==> src/rtl/bank_select_unit.sv <==
module bank_select_unit #(
  parameter int NBANK   = 8,
  parameter int AW      = 32,
  parameter int MINSH   = 15,
  parameter int MAXCODE = 13,
  parameter int WSMAX   = 30,
  parameter int TW      = 3,
  localparam int BKW    = $clog2(NBANK),
  localparam int BW     = AW - MINSH,
  localparam int SZW    = $clog2(MAXCODE + 1),
  localparam int WSW    = $clog2(WSMAX + 1),
  localparam int CW     = 1 + BW + SZW + 2 + WSW + 2 * TW
) (
  input  logic           clk,
  input  logic           rst_n,
  input  logic           cfg_we,
  input  logic [BKW-1:0] cfg_bank,
  input  logic [CW-1:0]  cfg_data,
  input  logic           ts,
  input  logic [AW-1:0]  addr,
  input  logic [TW-1:0]  acc_type,
  input  logic           rd,
  input  logic [1:0]     siz,
  output logic [NBANK-1:0] cs,
  output logic           oe,
  output logic [3:0]     be,
  output logic           ta
);
  localparam int TV_LO = 0;
  localparam int TM_LO = TW;
  localparam int WT_LO = 2 * TW;
  localparam int WD_LO = WT_LO + WSW;
  localparam int SZ_LO = WD_LO + 2;
  localparam int BS_LO = SZ_LO + SZW;
  localparam int VLD   = BS_LO + BW;
  localparam logic [BW-1:0]  BOOT_BASE = {BW{1'b1}} << MAXCODE;
  localparam logic [CW-1:0]  BOOT = {1'b1, BOOT_BASE, SZW'(MAXCODE), 2'd2,
                                     WSW'(WSMAX), {TW{1'b0}}, {TW{1'b0}}};

  logic [CW-1:0]    desc [NBANK];
  logic [NBANK-1:0] match;
  logic             hit;
  logic [BKW-1:0]   hit_idx;
  logic [CW-1:0]    hd;
  logic [WSW-1:0]   hwt, wt_c;
  logic [1:0]       pw_l, sz_l, nb_l, lane;
  logic [3:0]       ones, be_n;

  logic             act, ack;
  logic [WSW-1:0]   cnt;
  logic [BKW-1:0]   sel_idx;
  logic             sel_rd;
  logic [3:0]       sel_be;
  logic             busy;

  for (genvar i = 0; i < NBANK; i++) begin : g_bank
    logic [SZW-1:0] sc, sce;
    logic [BW-1:0]  amask;
    assign sc    = desc[i][SZ_LO +: SZW];
    assign sce   = (sc > SZW'(MAXCODE)) ? SZW'(MAXCODE) : sc;
    assign amask = {BW{1'b1}} << sce;
    assign match[i] = desc[i][VLD]
                    && (((addr[AW-1:MINSH] ^ desc[i][BS_LO +: BW]) & amask) == '0)
                    && (((acc_type ^ desc[i][TV_LO +: TW]) & desc[i][TM_LO +: TW]) == '0);
  end

  always_comb begin
    hit = 1'b0;
    hit_idx = '0;
    for (int i = NBANK - 1; i >= 0; i--)
      if (match[i]) begin
        hit = 1'b1;
        hit_idx = BKW'(i);
      end
  end

  assign hd   = desc[hit_idx];
  assign hwt  = hd[WT_LO +: WSW];
  assign wt_c = (hwt > WSW'(WSMAX)) ? WSW'(WSMAX) : hwt;

  always_comb begin
    pw_l = (hd[WD_LO +: 2] == 2'd0) ? 2'd0 : (hd[WD_LO +: 2] == 2'd1) ? 2'd1 : 2'd2;
    sz_l = (siz == 2'd3) ? 2'd2 : siz;
    nb_l = (sz_l < pw_l) ? sz_l : pw_l;
    lane = addr[1:0] & ~(2'b11 << pw_l);
    ones = (nb_l == 2'd0) ? 4'b0001 : (nb_l == 2'd1) ? 4'b0011 : 4'b1111;
    be_n = ones << lane;
  end

  always_ff @(posedge clk) begin
    if (!rst_n) begin
      for (int i = 0; i < NBANK; i++) desc[i] <= (i == 0) ? BOOT : '0;
      act <= 1'b0;
      ack <= 1'b0;
      cnt <= '0;
      sel_idx <= '0;
      sel_rd <= 1'b0;
      sel_be <= '0;
    end else begin
      if (cfg_we) desc[cfg_bank] <= cfg_data;
      if (ack) ack <= 1'b0;
      else if (act) begin
        if (cnt == '0) begin
          act <= 1'b0;
          ack <= 1'b1;
        end else cnt <= cnt - 1'b1;
      end else if (ts && hit) begin
        act <= 1'b1;
        cnt <= wt_c;
        sel_idx <= hit_idx;
        sel_rd <= rd;
        sel_be <= be_n;
      end
    end
  end

  assign busy = act | ack;
  assign cs   = {NBANK{busy}} & (NBANK'(1) << sel_idx);
  assign oe   = busy & sel_rd;
  assign be   = {4{busy}} & sel_be;
  assign ta   = ack;

  p_cs_onehot_r6: assert property (@(posedge clk) disable iff (!rst_n) $onehot0(cs));
  p_oe_in_cs_r6: assert property (@(posedge clk) disable iff (!rst_n) oe |-> (cs != '0));
  p_ta_pulse_r7: assert property (@(posedge clk) disable iff (!rst_n) ta |=> (!ta && cs == '0));
  p_ta_in_cs_r7: assert property (@(posedge clk) disable iff (!rst_n) ta |-> (cs != '0));
  p_wait_bound_r7: assert property (@(posedge clk) disable iff (!rst_n) cnt <= WSW'(WSMAX));
  p_nomatch_r5: assert property (@(posedge clk) disable iff (!rst_n)
                                 (!busy && ts && !hit) |=> (cs == '0));
  p_hold_r9: assert property (@(posedge clk) disable iff (!rst_n)
                              act |=> ($stable(cs) && $stable(be) && $stable(oe)));
endmodule

==> config.mk <==
export PLATFORM = sky130hd
export DESIGN_NAME = bank_select_unit
export DESIGN_NICKNAME = d
export VERILOG_FILES = /design/src/rtl/bank_select_unit.sv
export SDC_FILE = /design/constraint.sdc
export NUM_CORES = 1
export LEC_CHECK = 0
export BUFFER_PORTS_ARGS = -buffer_cell sky130_fd_sc_hd__buf_2
export CORE_ASPECT_RATIO = 1.2
export CORE_UTILIZATION = 45
export CTS_CLUSTER_SIZE = 20
export DETAILED_ROUTE_END_ITERATION = 10
export GPL_TIMING_DRIVEN = 0
export PLACE_DENSITY = 0.72
export SYNTH_ARGS = -nofsm -noshare
export SYNTH_HDL_FRONTEND = slang
export SYNTH_SLANG_ARGS = --single-unit
export TNS_END_PERCENT = 20
==> constraint.sdc <==
create_clock -name clk -period 11.8 [get_ports clk]
set_input_delay 3.54 -clock clk [delete_from_list [all_inputs] [get_ports clk]]
set_output_delay 3.54 -clock clk [all_outputs]
set_load 0.03 [all_outputs]
==> impl_metrics.csv <==
group,metric,value,unit
sta,finalMaxSlewViolations,0,
drt,vias_per_cell,5.64,
cts,cts_root_buffer,"clkbuf_16",
hold_path,hold_class,"reg -> reg",
logic_synthesis,synth.ff_latch_count,295,
placed_design,numPlacedInstances,1708,
cts,cts_buffers,30,
drt,wl,38500,um
cells_and_area,multi_input_area,5900,um^2
logic_synthesis,yosysWarnings,0,
global_routing,antenna_found_initial,1,
drt,drtAntennaViolNets,0,
placed_design,dp_hpwl,27600,um
critical_path,startpoint_type,"input port",
critical_path,crit_arrival,8300,ps
sta,rsz0062_at_grt,"false",
cells_and_area,fillCellCount,2810,
sta,final-hold-violation-count,0,
global_routing,grt-ovfl-total,0,
global_routing,grt_usage,0.227,
logic_synthesis,seq_area_frac_synth,0.585,
logic_synthesis,syn-num-nets,1319,
drt,first_pass_iters,5,
sta,clock_skew,21.6,ps
sta,worst_pin_slew,1070,ps
cts,clk_pin_slew,70,ps
cts,clk_latency,570,ps
drt,avgRoutedWirePerCell,21.9,um
floorplan,dieArea,33800,um^2
global_routing,grt_pass1_wl,57600,um
cells_and_area,drive_gt1_frac,0.121,
logic_synthesis,synth_edf_count,280,
sta,timing.fmax,127,MHz
logic_synthesis,async_flop_share,0,
cells_and_area,nets,1417,
sta,maxSlewHeadroom,0.285,
cts,ctsHoldBuffers,0,
cts,clock-sinks,295,
sta,min_period,7850,ps
sta,fin_tns_setup,0,ps
global_routing,grt_max_degree,36,
floorplan,chipWidth,168,um
outcome,status,"completed",
power_and_ir_drop,ir_drop,0.000108,V
logic_synthesis,synthCells,1235,
drt,num_vias,9937,
critical_path,cp_data_required_time,12250,ps
global_routing,first_global_vias,10024,
power_and_ir_drop,p_per_area,141,nW/um^2
cells_and_area,area_growth_syn_to_layout,13.0,%
drt,first_iter_violations,920,
cts,post_cts_buffers,0,
logic_synthesis,syn_area,14900,um^2
critical_path,path_max_fanout,9,
cells_and_area,final-seq-area,8710,um^2
floorplan,start_util,0.459,
cts,htreeDepth,1,
critical_path,cp-end-kind,"flop",
cells_and_area,fin_util,0.519,
critical_path,crit_type,"in -> reg",
run,maxCapViolCount,0,
cts,cts_resized,0,
power_and_ir_drop,p_leak,5.99,nW
floorplan,die_h,201,um
logic_synthesis,synth_ff_type,"edfxtp_1",
cells_and_area,final_cells,1762,
drt,drc,0,
placed_design,gp_congestion,0.918,
floorplan,io_pins,94,
logic_synthesis,avgSynthCellArea,12.1,um^2
cts,cts_tree,"done",
cells_and_area,diodes,0,
sta,setup_viol,0,
floorplan,fp-row-count,72,
cts,clockBufferDepth,3,
floorplan,core-area,32400,um^2
placed_design,io_buffer_count,60,
power_and_ir_drop,total_power,0.00238,W
sta,final.period_utilization,0.665,
logic_synthesis,synth_cell_types,79,
[metrics by stage]
| step | worst slack, ps | instance area [um^2] | hold WS (ps) |
|---|---|---|---|
| 6_report | 3950 | 16800 | 488 |
| 5_1_grt | 3730 | 16800 | 512 |
| 4_1_cts | 4040 | 16800 | 484 |
| 3_5_place_dp | 3470 | 15900 | 467 |
| 3_3_place_gp | 2890 | 15700 | 464 |
| 2_1_floorplan | 4470 | 14900 | 452 |
[placed cells by master, fill, tap and decap left out, drive strengths merged, types with 5 or more instances in the layout]
master / synthesis / final
a2111oi: 8 / 8
a211o: 5 / 5
a211oi: 7 / 7
a21o: 5 / 5
a21oi: 38 / 38
a222oi: 9 / 9
a22oi: 12 / 12
a31o: 5 / 5
a31oi: 9 / 9
and2: 271 / 271
and3: 5 / 5
buf: 28 / 94
clkbuf: 35 / 77
clkinv: 1 / 10
dfxtp: 15 / 15
edfxtp: 280 / 280
inv: 18 / 19
mux2i: 10 / 10
nand2: 39 / 39
nand2b: 25 / 25
nand3: 22 / 22
nand3b: 5 / 5
nand4: 11 / 11
nor2: 40 / 40
nor2b: 9 / 9
nor3: 14 / 14
nor4: 18 / 18
o211ai: 11 / 11
o21a: 6 / 6
o21ai: 49 / 49
o22ai: 5 / 5
o31ai: 6 / 6
or3: 6 / 6
xnor2: 73 / 73
xor2: 87 / 87
[report_power, final]
part           switching, W  leakage, nW  internal, W
Clock              0.000402        0.454     0.000515
Sequential        0.0000319         2.81      0.00121
Combinational      0.000136         2.72    0.0000814
Total              0.000571         5.99      0.00180
[routing by layer]
layer / wire (um) / track usage
met2: 20200 / 0.423
met3: 1800 / 0.0228
met4: 1420 / 0.0883
met5: 0 / 0
met1: 15100 / 0.268
[area by class of cell]
cell class | instances | area share
Buffer | 63 | 0.0173
Clock buffer | 42 | 0.0497
Clock inverter | 12 | 0.00543
Inverter | 19 | 0.00424
Multi-Input combinational cell | 858 | 0.351
Sequential cell | 295 | 0.517
Tap cell | 407 | 0.0303
Timing Repair Buffer | 66 | 0.0250
[flip-flops by register name (all words and copies together), names as in the netlist]
signal   cells
desc       280
cnt          5
act          1
ta           1
sel_rd       1
sel_idx      3
sel_be       4
[cells in the mapped netlist, types with 4 or more instances]
master	instances	area, um^2
a31oi_1	9	56.3
nor4_1	18	113
and3_1	5	31.3
or3_1	6	37.5
ha_1	4	50.1
nor2_1	40	150
mux2i_1	10	100
o2111ai_1	4	35.0
nand3b_1	5	37.5
edfxtp_1	280	8410
nor2b_1	9	56.3
a211oi_1	6	45.0
o21ai_0	47	235
a211o_1	4	35.0
nand3_1	21	105
dfxtp_1	15	300
clkbuf_1	35	131
inv_1	18	67.6
nor3_1	13	65.1
and2_1	270	1690
nand2_1	38	143
a2111oi_0	5	43.8
xnor2_1	72	631
a21oi_1	37	185
o31ai_1	5	37.5
a222oi_1	9	90.1
o211ai_1	11	82.6
o21a_1	6	45.0
a22oi_1	12	90.1
nand2b_1	25	156
buf_2	23	115
a21o_1	5	37.5
xor2_1	87	762
nand4_1	11	68.8
o22ai_1	5	31.3
[final timing paths]
path	from	to	slack (ps)	cells past startpoint
setup / recovery	addr[17]	sel_be[2]	3950	16
hold / removal	sel_be[3]	sel_be[3]	490	2
setup reg to reg	desc[4][16]	sel_be[2]	6700	15
hold reg to reg	sel_be[3]	sel_be[3]	490	2
[cell families (layout without fill, tap and decap cells)]
kind of cell	Yosys count	in the layout	share of synthesized area
fa+ha+maj	4	4	0.00336
flops	295	295	0.585
buf+inv	82	202	0.0244
xor+xnor	160	160	0.0946
compound gates	207	207	0.0995
mux	10	10	0.00672
simple gates	477	477	0.187
[worst max-delay path: stages]
cell	delay [ps]
buf_2	210
xnor2_1	320
o2bb2ai_1	80
or4_1	570
a2111oi_0	690
nor4_1	280
a211o_2	390
nand2_1	330
a211o_1	370
nand2_2	140
ha_1	220
or2_2	330
a31o_2	260
a31o_1	220
a41oi_2	200
o32ai_2	120
No activity file was read; power rests on OpenSTA's default activity.
